--- config.mk ---
export PLATFORM = sky130hd
export DESIGN_NAME = boot_image_seq
export DESIGN_NICKNAME = d
export VERILOG_FILES = /design/src/rtl/boot_seq_pkg.sv /design/src/rtl/boot_slot_ring.sv /design/src/rtl/boot_req_map.sv /design/src/rtl/boot_seq_fsm.sv /design/src/rtl/boot_image_seq.sv
export SDC_FILE = /design/constraint.sdc
export NUM_CORES = 1
export LEC_CHECK = 0
export ABC_AREA = 1
export BUFFER_PORTS_ARGS = -buffer_cell sky130_fd_sc_hd__clkbuf_2
export CORE_ASPECT_RATIO = 1.1
export CORE_MARGIN = 2
export CORE_UTILIZATION = 44
export CTS_CLUSTER_SIZE = 24
export DETAILED_ROUTE_END_ITERATION = 10
export PLACE_DENSITY_LB_ADDON = 0.12
export SLEW_MARGIN = 20
export SYNTH_ARGS = -nofsm -noshare
export SYNTH_HDL_FRONTEND = slang
export SYNTH_HIERARCHICAL = 1
export SYNTH_SLANG_ARGS = --single-unit
--- constraint.sdc ---
create_clock -name clk -period 3.9 [get_ports clk]
set_clock_uncertainty 0.15 [all_clocks]
set_input_delay 0.195 -clock clk [delete_from_list [all_inputs] [get_ports clk]]
set_output_delay 0.195 -clock clk [all_outputs]
set_load 0.03 [all_outputs]
--- src/rtl/boot_seq_pkg.sv ---
package boot_seq_pkg;

  typedef enum logic [3:0] {
    ST_DECIDE,
    ST_WARM_REQ,
    ST_WARM_WAIT,
    ST_FPGA_WAIT,
    ST_SLOT_REQ,
    ST_SLOT_WAIT,
    ST_FB_REQ,
    ST_FB_WAIT,
    ST_DONE,
    ST_FALLBACK,
    ST_DEAD
  } seq_state_e;

  typedef enum logic [1:0] {
    KIND_WARM = 2'd0,
    KIND_SLOT = 2'd1,
    KIND_FPGA = 2'd2,
    KIND_NONE = 2'd3
  } val_kind_e;

  localparam logic [2:0] CODE_RESERVED = 3'd0;
  localparam logic [2:0] CODE_FPGA     = 3'd1;

endpackage

--- src/rtl/boot_slot_ring.sv ---
module boot_slot_ring #(
  parameter int          SLOT_W = 2,
  parameter int          DATA_W = 32,
  parameter logic [31:0] MAGIC  = 32'h4953_5756
) (
  input  logic              clk,
  input  logic              rst_n,
  input  logic              load,
  input  logic              advance,
  input  logic [SLOT_W-1:0] last_idx,
  input  logic              wdog_rst,
  input  logic [DATA_W-1:0] sw_state,
  output logic [SLOT_W-1:0] start_slot,
  output logic [SLOT_W-1:0] cur_slot,
  output logic              last_try
);
  localparam logic [SLOT_W-1:0] FINAL_TRY = '1;

  logic              magic_seen;
  logic              bump;
  logic [SLOT_W-1:0] tries_q;
  logic [SLOT_W-1:0] cur_q;

  // A watchdog reset before the preloader marked itself valid moves on one slot.
  assign magic_seen = (sw_state == DATA_W'(MAGIC));
  assign bump       = wdog_rst && !magic_seen;
  assign start_slot = last_idx + SLOT_W'(bump);

  always_ff @(posedge clk) begin
    if (!rst_n) begin
      tries_q <= '0;
      cur_q   <= '0;
    end else if (load) begin
      tries_q <= '0;
      cur_q   <= start_slot;
    end else if (advance) begin
      tries_q <= tries_q + 1'b1;
      cur_q   <= cur_q + 1'b1;
    end
  end

  assign cur_slot = cur_q;
  assign last_try = (tries_q == FINAL_TRY);

endmodule

--- src/rtl/boot_req_map.sv ---
module boot_req_map
  import boot_seq_pkg::*;
#(
  parameter int                SLOT_W     = 2,
  parameter int                ADDR_W     = 32,
  parameter int                SLOT_SHIFT = 16,
  parameter logic [ADDR_W-1:0] FLASH_BASE = '0,
  parameter logic [ADDR_W-1:0] WARM_ADDR  = 32'hFFFF_0000,
  parameter logic [ADDR_W-1:0] FPGA_ADDR  = 32'hC000_0000
) (
  input  val_kind_e         kind,
  input  logic [SLOT_W-1:0] slot,
  output logic [ADDR_W-1:0] addr
);
  logic [ADDR_W-1:0] slot_addr;

  assign slot_addr = FLASH_BASE + (ADDR_W'(slot) << SLOT_SHIFT);

  always_comb begin
    case (kind)
      KIND_WARM: addr = WARM_ADDR;
      KIND_SLOT: addr = slot_addr;
      KIND_FPGA: addr = FPGA_ADDR;
      default:   addr = '0;
    endcase
  end

endmodule

--- src/rtl/boot_seq_fsm.sv ---
module boot_seq_fsm
  import boot_seq_pkg::*;
#(
  parameter int                SLOT_W    = 2,
  parameter int                ADDR_W    = 32,
  parameter int                LEN_W     = 16,
  parameter logic [ADDR_W-1:0] WARM_ADDR = 32'hFFFF_0000,
  parameter logic [ADDR_W-1:0] FPGA_ADDR = 32'hC000_0000
) (
  input  logic              clk,
  input  logic              rst_n,
  input  logic [2:0]        boot_code,
  input  logic              warm_en,
  input  logic [LEN_W-1:0]  warm_len,
  input  logic              fpga_ready,
  input  logic              val_pass,
  input  logic              val_fail,
  input  logic              last_try,
  input  logic [SLOT_W-1:0] start_slot,
  input  logic [SLOT_W-1:0] cur_slot,
  input  logic [ADDR_W-1:0] req_addr,
  output logic              ring_load,
  output logic              ring_advance,
  output logic              req_pulse,
  output val_kind_e         kind,
  output logic [ADDR_W-1:0] exec_addr,
  output logic [SLOT_W-1:0] img_idx,
  output logic              done,
  output logic              fallback,
  output logic              fatal
);
  seq_state_e        state_q, state_d;
  seq_state_e        cold_next;
  logic [ADDR_W-1:0] exec_q, exec_d;
  logic [SLOT_W-1:0] idx_q, idx_d;
  logic              answered, accepted;

  assign cold_next = (boot_code == CODE_FPGA) ? ST_FPGA_WAIT : ST_SLOT_REQ;
  assign answered  = val_pass || val_fail;
  assign accepted  = val_pass;

  always_comb begin
    state_d = state_q;
    exec_d  = exec_q;
    idx_d   = idx_q;
    case (state_q)
      ST_DECIDE: begin
        idx_d = start_slot;
        if (boot_code == CODE_RESERVED) begin
          state_d = ST_DEAD;
        end else if (warm_en && (warm_len == '0)) begin
          state_d = ST_DONE;
          exec_d  = WARM_ADDR;
        end else if (warm_en) begin
          state_d = ST_WARM_REQ;
        end else begin
          state_d = cold_next;
        end
      end
      ST_WARM_REQ:  state_d = ST_WARM_WAIT;
      ST_WARM_WAIT: begin
        if (accepted) begin
          state_d = ST_DONE;
          exec_d  = req_addr;
        end else if (answered) begin
          state_d = cold_next;
        end
      end
      ST_FPGA_WAIT: begin
        if (fpga_ready) begin
          state_d = ST_DONE;
          exec_d  = FPGA_ADDR;
        end
      end
      ST_SLOT_REQ:  state_d = ST_SLOT_WAIT;
      ST_SLOT_WAIT: begin
        if (accepted) begin
          state_d = ST_DONE;
          exec_d  = req_addr;
          idx_d   = cur_slot;
        end else if (answered) begin
          state_d = last_try ? ST_FB_REQ : ST_SLOT_REQ;
        end
      end
      ST_FB_REQ:    state_d = ST_FB_WAIT;
      ST_FB_WAIT: begin
        if (accepted) begin
          state_d = ST_FALLBACK;
          exec_d  = req_addr;
        end else if (answered) begin
          state_d = ST_DEAD;
        end
      end
      default: state_d = state_q;
    endcase
  end

  always_ff @(posedge clk) begin
    if (!rst_n) begin
      state_q <= ST_DECIDE;
      exec_q  <= '0;
      idx_q   <= '0;
    end else begin
      state_q <= state_d;
      exec_q  <= exec_d;
      idx_q   <= idx_d;
    end
  end

  always_comb begin
    case (state_q)
      ST_WARM_REQ, ST_WARM_WAIT: kind = KIND_WARM;
      ST_SLOT_REQ, ST_SLOT_WAIT: kind = KIND_SLOT;
      ST_FB_REQ, ST_FB_WAIT:     kind = KIND_FPGA;
      default:                   kind = KIND_NONE;
    endcase
  end

  assign req_pulse    = (state_q == ST_WARM_REQ) || (state_q == ST_SLOT_REQ) ||
                        (state_q == ST_FB_REQ);
  assign ring_load    = (state_q == ST_DECIDE);
  assign ring_advance = (state_q == ST_SLOT_WAIT) && val_fail && !val_pass;
  assign exec_addr    = exec_q;
  assign img_idx      = idx_q;
  assign done         = (state_q == ST_DONE);
  assign fallback     = (state_q == ST_FALLBACK);
  assign fatal        = (state_q == ST_DEAD);

endmodule

--- src/rtl/boot_image_seq.sv ---
module boot_image_seq
  import boot_seq_pkg::*;
#(
  parameter int                SLOT_W     = 2,
  parameter int                ADDR_W     = 32,
  parameter int                LEN_W      = 16,
  parameter int                SLOT_SHIFT = 16,
  parameter logic [ADDR_W-1:0] FLASH_BASE = '0,
  parameter logic [ADDR_W-1:0] WARM_ADDR  = 32'hFFFF_0000,
  parameter logic [ADDR_W-1:0] FPGA_ADDR  = 32'hC000_0000,
  parameter logic [31:0]       MAGIC      = 32'h4953_5756
) (
  input  logic              clk,
  input  logic              rst_n,
  input  logic [2:0]        boot_code,
  input  logic              warm_en,
  input  logic [LEN_W-1:0]  warm_len,
  input  logic [SLOT_W-1:0] last_idx,
  input  logic [31:0]       sw_state,
  input  logic              wdog_rst,
  input  logic              fpga_ready,
  input  logic              val_pass,
  input  logic              val_fail,
  output logic              val_req,
  output logic [1:0]        val_kind,
  output logic [ADDR_W-1:0] val_addr,
  output logic [ADDR_W-1:0] exec_addr,
  output logic [SLOT_W-1:0] img_idx,
  output logic              boot_done,
  output logic              boot_fallback,
  output logic              boot_fatal
);
  logic              ring_load, ring_advance, last_try;
  logic [SLOT_W-1:0] start_slot, cur_slot;
  val_kind_e         kind;
  logic [ADDR_W-1:0] req_addr;

  boot_slot_ring #(.SLOT_W(SLOT_W), .DATA_W(32), .MAGIC(MAGIC)) u_ring (
    .clk        (clk),
    .rst_n      (rst_n),
    .load       (ring_load),
    .advance    (ring_advance),
    .last_idx   (last_idx),
    .wdog_rst   (wdog_rst),
    .sw_state   (sw_state),
    .start_slot (start_slot),
    .cur_slot   (cur_slot),
    .last_try   (last_try)
  );

  boot_req_map #(
    .SLOT_W(SLOT_W), .ADDR_W(ADDR_W), .SLOT_SHIFT(SLOT_SHIFT),
    .FLASH_BASE(FLASH_BASE), .WARM_ADDR(WARM_ADDR), .FPGA_ADDR(FPGA_ADDR)
  ) u_map (
    .kind (kind),
    .slot (cur_slot),
    .addr (req_addr)
  );

  boot_seq_fsm #(
    .SLOT_W(SLOT_W), .ADDR_W(ADDR_W), .LEN_W(LEN_W),
    .WARM_ADDR(WARM_ADDR), .FPGA_ADDR(FPGA_ADDR)
  ) u_fsm (
    .clk          (clk),
    .rst_n        (rst_n),
    .boot_code    (boot_code),
    .warm_en      (warm_en),
    .warm_len     (warm_len),
    .fpga_ready   (fpga_ready),
    .val_pass     (val_pass),
    .val_fail     (val_fail),
    .last_try     (last_try),
    .start_slot   (start_slot),
    .cur_slot     (cur_slot),
    .req_addr     (req_addr),
    .ring_load    (ring_load),
    .ring_advance (ring_advance),
    .req_pulse    (val_req),
    .kind         (kind),
    .exec_addr    (exec_addr),
    .img_idx      (img_idx),
    .done         (boot_done),
    .fallback     (boot_fallback),
    .fatal        (boot_fatal)
  );

  assign val_kind = kind;
  assign val_addr = req_addr;

endmodule

==> metrics.cfg, run 1 <==
[cts]
path_clk_slew_ps=80
cts_root_buffer=clkbuf_8
cts_sinks=42
post_cts_buffers=0
numCtsBuffers=5
cts.htree.levels=2
ctsResizeCount=0
clk_latency_ps=290
postCtsHoldBufs=0
clockBufferDepth=2
cts_tree=yes

[yosys]
yosysWarnings=6
syn-instance-count=433
ys_top_cells_by_count=137 x nand2_1, 56 x nor2_1, 42 x dfxtp_1
ys_ff_latch=42
yosysSeqAreaShare_pct=31.7
netlist_area_um2=2660
synth.distinct_cells=29
synth_most_common_cell=nand2_1
synth_top_area_share_pct=31.7
avgSynthCellArea_um2=6.13
yosys.area.top_type=dfxtp_1
synthFlopType=dfxtp_1
synthTopCellsByArea=dfxtp_1 32%, nand2_1 19%, buf_4 8.5%
synth_edf_count=0
async_flop_share_pct=0

[worst_setup_path]
crit_path_end_kind=flip-flop
cp_slowest_stage_delay_ps=470
start_kind=flip-flop
crit_arrival_ps=2680
worst_ep_required_time_ps=3930
cpMostUsedCell=nand2_1
crit_type=flip-flop to flip-flop
crit_chain=nor2_2 > nand3_2 > nand2_2 > nand2_1 > nand2_1 > nor2_4 > buf_4 > nand3_1 > nand2_1 > nor2_1
path_max_fanout=31
cp_slowest_cell=nor2_4

[floorplanning]
die_height_um=85.5
start_util_pct=45.8
die_w_um=78.1
ios=132
dieArea_um2=6680
core_um2=5810
rows=29

[route]
drt-total-wl_um=6570
post_drt_wl_per_cell_um=10.9
post-route-drc-count=0
vias=2870
postRouteAntennaNets=0
via_per_inst=4.76
first_pass_iters=5
drt-initial-drc-count=148

[timing]
slew_viol_final=0
tns_ps=0
finalCritPeriodShare_pct=67.8
timing.hold.ws_ps=121
clock.fmax_mhz=378
setup_viol=0
hold_violations=0
worstMarginPinSlew_ps=1040
grt_setup_unrepaired=no
min_period_ps=2650
relSlewSlack_pct=30.4

[grt]
grtUsageTotal_pct=19.5
grt_max_degree=33
grt_pass1_wl_um=10800
antenna_found_initial=0
gr-total-overflow=0
grt_pass1_vias=2599

[layout]
syn2layout_area_growth_pct=20.5
drive_gt1_share_pct=26.8
fill_cells=617
n_antenna_cell=0
num-nets-final=588

[place]
finalWeightedCongestion=0.913
hpwl_um=4950
io_buffer_count=115

[run]
drv_cap=0

[pwr]
ir_worst_vdd_uv=428
pwr_density_cell_nw_per_um2=884
power_leakage_nw=1.67

[run_status]
outcome=finished, final reports clean

[worst_hold_path]
min_path_type=input pin to flip-flop

==> final timing paths <==
path	start	end	slack (ps)	cells after the start
setup / recovery	u_fsm/state_q[3]	u_fsm/exec_addr[2]	1250	10
hold / removal	warm_en	u_fsm/state_q[2]	120	4
setup reg to reg	u_fsm/state_q[3]	u_fsm/exec_addr[2]	1250	10
hold reg to reg	u_fsm/exec_addr[4]	u_fsm/exec_addr[4]	310	2
==> placed cells by master (no fill, tap or decap), types with 7 or more instances in the layout <==
cell,n
a21oi_1,38
nand3_1,40
dfxtp_1,42
inv_1,27
clkbuf_2,115
nor2_1,56
inv_2,7
nand2_1,137
conb_1,16
o21ai_0,10
==> through the flow <==
| stage | util (%) | worst slack [ps] | instance area [µm²] | total power, mW | std cells |
|---|---|---|---|---|---|
| 5_1_grt | 55.1 | 1040 | 3200 | 3.07 | 603 |
| 3_3_place_gp | 53.2 | 1400 | 3090 | 2.45 | 596 |
| 2_1_floorplan | - | 1270 | 2710 | 2.21 | 448 |
| 3_5_place_dp | 53.2 | 1310 | 3090 | 2.48 | 596 |
| 6_report | 55.1 | 1250 | 3200 | 2.83 | 603 |
| 4_1_cts | 55.1 | 1270 | 3200 | 2.84 | 603 |
==> power breakdown <==
| group | internal (mW) | switching (mW) |
|---|---|---|
| Sequential | 0.560 | 0.0796 |
| Clock | 0.205 | 0.146 |
| Combinational | 0.517 | 1.32 |
==> routing by layer <==
metal	vias up	wire (µm)	GRT usage [%]
met4	0	75	7.18
met3	6	471	3.68
li1	1514	-	-
met1	1236	2780	23.3
met2	114	3240	34.6
met5	-	0	0
==> area by class of cell <==
type	instances	area (µm²)	area share, %
flip-flops and latches	42	841	26.3
multi-input cells	325	1430	44.6
clock inverters	1	30.0	0.938
clock buffers	6	82.6	2.58
well taps	77	96.3	3.01
repair buffers	117	591	18.5
inverters	35	131	4.10
==> registers in the layout, indices dropped and copies added (netlist names) <==
signal and count:
u_fsm/img_idx 2, u_ring/tries_q 2, u_fsm/exec_addr 32, u_ring/cur_slot 2, u_fsm/state_q 4
==> critical path, delay by kind of cell, from the launching register on <==
| family | cells | cell delay, ps |
|---|---|---|
| buffers and inverters | 1 | 350 |
| and+or+nand+nor | 9 | 1580 |
| DFF | 1 | 430 |
==> cells by family (layout without fill, tap and decap cells) <==
| family | count (synthesis) | count (layout) | synth area share, % |
|---|---|---|---|
| AO/OA/AOI/OAI | 54 | 54 | 10.8 |
| XOR/XNOR | 2 | 2 | 0.660 |
| adder cells (fa/ha/maj) | 2 | 2 | 0.942 |
| buffers and inverters | 81 | 159 | 16.7 |
| flip-flops | 42 | 42 | 31.7 |
| other | 1 | 16 | 0.141 |
| AND/OR/NAND/NOR | 251 | 251 | 39.1 |
Note: power is estimated with default switching activity, not from simulation.
==> run 2: changes to the inputs <==
==> constraint.sdc (replaced) <==
create_clock -name clk -period 2.59 [get_ports clk]
set_clock_uncertainty 0.15 [all_clocks]
set_input_delay 0.1295 -clock clk [delete_from_list [all_inputs] [get_ports clk]]
set_output_delay 0.1295 -clock clk [all_outputs]
set_load 0.03 [all_outputs]
==> run 2 against run 1 <==
  * Routed wire length fell by 0.41%
  * Worst hold slack lost 70 ps
  * Sequential cell count unchanged
  * Critical path depth unchanged
  * Non-clock buffer count increased by 7
  * Design area is 1.3% higher
  * Via count rose by 0.80%
  * Critical path type is now flip-flop to output port
  * Critical endpoint is now val_addr[20]
  * Highest routed layer unchanged
==> metrics.cfg, run 2 (synthesized netlist as in run 1, its figures left out) <==
[run_status]
outcome=finished, final reports clean

[run]
drv_cap=0

[layout]
final_common_cell=nand2_1
fin_cells=611
num-nets-final=595
final_cell_mix=137 x nand2_1, 115 x clkbuf_2, 56 x nor2_1
fill_cells=663
drive_gt1_share_pct=27.9
syn2layout_area_growth_pct=22.1
n_antenna_cell=0
largest_reg_flops=32

[worst_setup_path]
crit_chain=inv_1 > nand2_1 > nor2_1 > inv_1 > o21ai_1 > inv_2 > nand2_2 > clkinvlp_4 > buf_4 > clkbuf_2
crit_family=buffers and inverters
cpMostUsedCell=inv_1
crit_type=flip-flop to output port
worst_ep_required_time_ps=2310
path_max_fanout=11
critPathBufInv=6
start_kind=flip-flop
crit_path_end_kind=output port
cp_slowest_cell=dfxtp_1
cp_slowest_stage_delay_ps=370
crit_arrival_ps=1970

[pwr]
p_sw_mw=2.37
sw_frac_of_total_pct=55.5
ir_worst_vdd_uv=590
pwr_density_cell_nw_per_um2=1310
pwr-share-seq_pct=22.6
power_leakage_nw=1.69
pwr-share-comb_pct=67.3
internal-power_mw=1.90
clockPowerShare_pct=10.0

[cts]
cts_root_buffer=clkbuf_8
cts_tree=yes
cts_sinks=42
clk_latency_ps=300
numCtsBuffers=5
path_clk_slew_ps=80
cts.htree.levels=2
clockBufferDepth=2

[place]
finalWeightedCongestion=0.881
dp.cells=600
io_buffer_count=115
place_ws_ps=449
hpwl_um=5050

[grt]
grt_max_degree=35
grtUsageTotal_pct=20.3
grt_pass1_wl_um=11100
antenna_found_initial=0
gr-total-overflow=0
grt_pass1_vias=2532

[floorplanning]
die_height_um=85.5
rows=29
start_util_pct=45.8
die_w_um=78.1
dieArea_um2=6680
ios=132
core_um2=5810

[timing]
min_period_ps=2250
hold_violations=0
setup_ws_ps=340
grt_setup_unrepaired=no
finalCritPeriodShare_pct=86.9
relSlewSlack_pct=60.7
worstMarginPinSlew_ps=588
slew_viol_final=0
clock.fmax_mhz=444
setup_viol=0
tns_ps=0

[route]
via_per_inst=4.73
first_pass_iters=4
postRouteAntennaNets=0
drt-initial-drc-count=143
post_drt_wl_per_cell_um=10.7
vias=2893
post-route-drc-count=0
drt-total-wl_um=6540

[worst_hold_path]
min_path_type=input pin to flip-flop

run 2: layer usage:
layer	track usage [%]	wire length, µm	vias to the layer above
met3	4.74	483	9
met1	25.0	2760	1251
met4	7.34	119	0
met5	0	0	-
met2	34.7	3170	103
li1	-	-	1530
run 2: repair_timing:
action,4_1_cts,5_1_grt
hold buffers,0,0
endpoints found under the setup margin,0,9
resized for setup,0,1
setup buffers,0,3
run 2: path summary, 6_finish.rpt:
| kind | startpoint | slack (ps) | to | depth (start not counted) |
|---|---|---|---|---|
| max | u_fsm/state_q[3] | 340 | val_addr[20] | 10 |
| min | warm_en | 50 | u_fsm/state_q[2] | 4 |
| max reg2reg | u_fsm/state_q[3] | 400 | u_fsm/exec_addr[24] | 14 |
| min reg2reg | u_fsm/exec_addr[27] | 310 | u_fsm/exec_addr[27] | 2 |
run 2: area by class of cell:
cell class,count,area (µm²),share of cell area [%]
clock buffers,6,72.6,2.24
clock inverters,2,13.8,0.424
inverters,35,135,4.17
multi-input cells,325,1430,44.1
flip-flops and latches,42,841,25.9
well taps,77,96.3,2.97
repair buffers,124,656,20.2
run 2: worst register-to-register path: cells and delay by family, from the launching register on:
family                 cells  cell delay (ps)
buffers and inverters      6              730
and+or+nand+nor            6              610
DFF                        1              370
AOI/OAI and AO/OA          2              200
run 2: power by group through the flow:
stage / Clock, mW / Sequential [mW] / Combinational [mW]
6_report: 0.428 / 0.965 / 2.87
5_1_grt: 0.464 / 0.989 / 3.21
4_1_cts: 0.435 / 0.966 / 2.84
3_5_place_dp: 0 / 0.980 / 2.84
3_3_place_gp: 0 / 0.977 / 2.83
2_1_floorplan: 0 / 1.25 / 2.08
run 2: through the flow:
stage | hold slack [ps] | power (mW) | cell area (µm²) | util, %
2_1_floorplan | 118 | 3.33 | 2710 | -
3_3_place_gp | 301 | 3.81 | 3130 | 53.9
3_5_place_dp | 304 | 3.82 | 3130 | 53.9
4_1_cts | 44.6 | 4.24 | 3220 | 55.4
5_1_grt | 91.6 | 4.66 | 3240 | 55.9
6_report | 50.9 | 4.26 | 3240 | 55.9
==> run 3: changes to the inputs <==
--- a/config.mk
+++ b/config.mk
@@ -9,10 +9,11 @@
 export BUFFER_PORTS_ARGS = -buffer_cell sky130_fd_sc_hd__clkbuf_2
 export CORE_ASPECT_RATIO = 1.1
 export CORE_MARGIN = 2
-export CORE_UTILIZATION = 44
+export CORE_UTILIZATION = 45
 export CTS_CLUSTER_SIZE = 24
 export DETAILED_ROUTE_END_ITERATION = 10
 export PLACE_DENSITY_LB_ADDON = 0.12
+export SETUP_SLACK_MARGIN = 0.1
 export SLEW_MARGIN = 20
 export SYNTH_ARGS = -nofsm -noshare
 export SYNTH_HDL_FRONTEND = slang
==> run 3 against run 2 <==
  * Clock power is 24% higher
  * Critical endpoint is now val_addr[26]
  * First-iteration DRC count is 14% higher
  * Largest power group unchanged
  * Fmax is 4.5% lower
==> metrics.cfg, run 3 (synthesized netlist as in run 1, its figures left out) <==
[layout]
num-nets-final=596
largest_reg_flops=32
final_common_cell=nand2_1
syn2layout_area_growth_pct=23.0
drive_gt1_share_pct=28.7
fill_cells=616
fin_area_um2=3270
n_antenna_cell=0
final_cell_mix=137 x nand2_1, 115 x clkbuf_2, 55 x nor2_1

[route]
drt-initial-drc-count=163
post_drt_wl_per_cell_um=11.0
first_pass_iters=4
drt-total-wl_um=6730
wl_met2_um=3140
wl_met3_um=621
post-route-drc-count=0
postRouteAntennaNets=0
maxUsedRoutingLayer=met4
via_per_inst=4.75
m1WireLength_um=2910
vias=2902

[worst_setup_path]
cp_slowest_cell=dfxtp_1
path_max_fanout=11
worst_ep_required_time_ps=2310
worstRegToRegCells=8
crit_arrival_ps=2080
cp_slowest_stage_delay_ps=360
r2r_start=u_fsm/state_q[3]
critPathBufInv=5
r2r_slack_ps=300
crit_path_end_kind=output port
crit_type=flip-flop to output port
crit_chain=inv_2 > nor2_1 > nand2_1 > nand2_1 > o21ai_1 > inv_2 > nand2_2 > clkinvlp_4 > buf_4 > clkbuf_2
crit_family=buffers and inverters
start_kind=flip-flop
rr_endpoint=u_fsm/exec_addr[4]

[worst_hold_path]
whs_endpoint=u_fsm/state_q[2]
min-delay-start=warm_en
whs_path_depth=4
min_path_type=input pin to flip-flop

[floorplanning]
die_w_um=77.3
ios=132
die_height_um=84.6
rows=29
dieArea_um2=6530
core_um2=5730
start_util_pct=46.3

[place]
io_buffer_count=115
dpl_cell_area_um2=3100
finalWeightedCongestion=0.846
hpwl_um=4760

[pwr]
ir_worst_vdd_uv=899
pwr_density_cell_nw_per_um2=1330
power_leakage_nw=1.70

[timing]
min_period_ps=2350
relSlewSlack_pct=40.7
worstMarginPinSlew_ps=888
setup_viol=0
timing.hold.ws_ps=58.6
grt_setup_unrepaired=no
hold_violations=0
finalCritPeriodShare_pct=90.9
slew_viol_final=0
clock.fmax_mhz=425

[cts]
numCtsBuffers=5
cts_tree=yes
cts_sinks=42
postCtsHoldBufs=0
cts_root_buffer=clkbuf_8
clockBufferDepth=2
cts.htree.levels=2
clk_latency_ps=290
path_clk_slew_ps=70

[run_status]
outcome=finished, final reports clean

[grt]
grt_pass1_vias=2502
grt_pass1_wl_um=11000
grtUsageTotal_pct=20.3
grt_max_degree=49
antenna_found_initial=0
gr-total-overflow=0

[run]
drv_cap=0

run 3: tightest hold or removal path: cells and delay by family:
| family | cells | cell delay (ps) |
|---|---|---|
| buf+inv | 1 | 100 |
| simple gates | 1 | 80 |
| compound gates | 2 | 130 |
run 3: per-layer routing:
metal	vias up	GRT usage (%)
met1	1229	25.6
met5	-	0
met3	6	6.02
li1	1529	-
met4	0	6.33
met2	138	33.4
run 3: per-stage QoR:
stage / instances / utilization, % / total power [mW] / setup TNS (ps) / worst slack [ps]
4_1_cts: 606 / 56.3 / 4.32 / 0 / 108
3_3_place_gp: 598 / 54.1 / 3.70 / 0 / 84.6
2_1_floorplan: 448 / - / 3.33 / 0 / 129
6_report: 611 / 57.0 / 4.35 / 0 / 235
3_5_place_dp: 598 / 54.1 / 3.74 / -87.2 / -27.9
5_1_grt: 611 / 57.0 / 4.70 / 0 / 101
run 3: final cells by class:
type | instances | area, µm² | share of cell area [%]
Multi-Input combinational cell | 326 | 1440 | 44.0
Tap cell | 77 | 96.3 | 2.95
Clock inverter | 1 | 30.0 | 0.919
Sequential cell | 42 | 842 | 25.8
Timing Repair Buffer | 124 | 643 | 19.7
Clock buffer | 6 | 82.6 | 2.53
Inverter | 35 | 135 | 4.14
run 3: worst max-delay path by stage:
stage                     cells past startpoint  slack [ps]        startpoint             endpoint
after floorplan                              12         130  u_fsm/state_q[3]  u_fsm/exec_addr[28]
after global placement                        8          80  u_fsm/state_q[3]  u_fsm/exec_addr[19]
after detailed placement                      9         -30  u_fsm/state_q[2]   u_fsm/exec_addr[4]
after CTS                                    10         110  u_fsm/state_q[3]         val_addr[26]
after global routing                         10         100  u_fsm/state_q[0]         val_addr[29]
final                                        10         240  u_fsm/state_q[0]         val_addr[26]
run 3: repair_timing:
action | in CTS | in global routing
gates cloned | 1 | 0
pin swaps | 1 | 0
endpoints found under the setup margin | 23 | 12
gates resized for setup | 1 | 3
setup buffers | 0 | 5
run 3: report_power, final:
group / leakage, nW / switching (mW) / internal [mW]
Sequential: 0.346 / 0.124 / 0.845
Combinational: 1.29 / 2.04 / 0.817
Clock: 0.0573 / 0.221 / 0.309
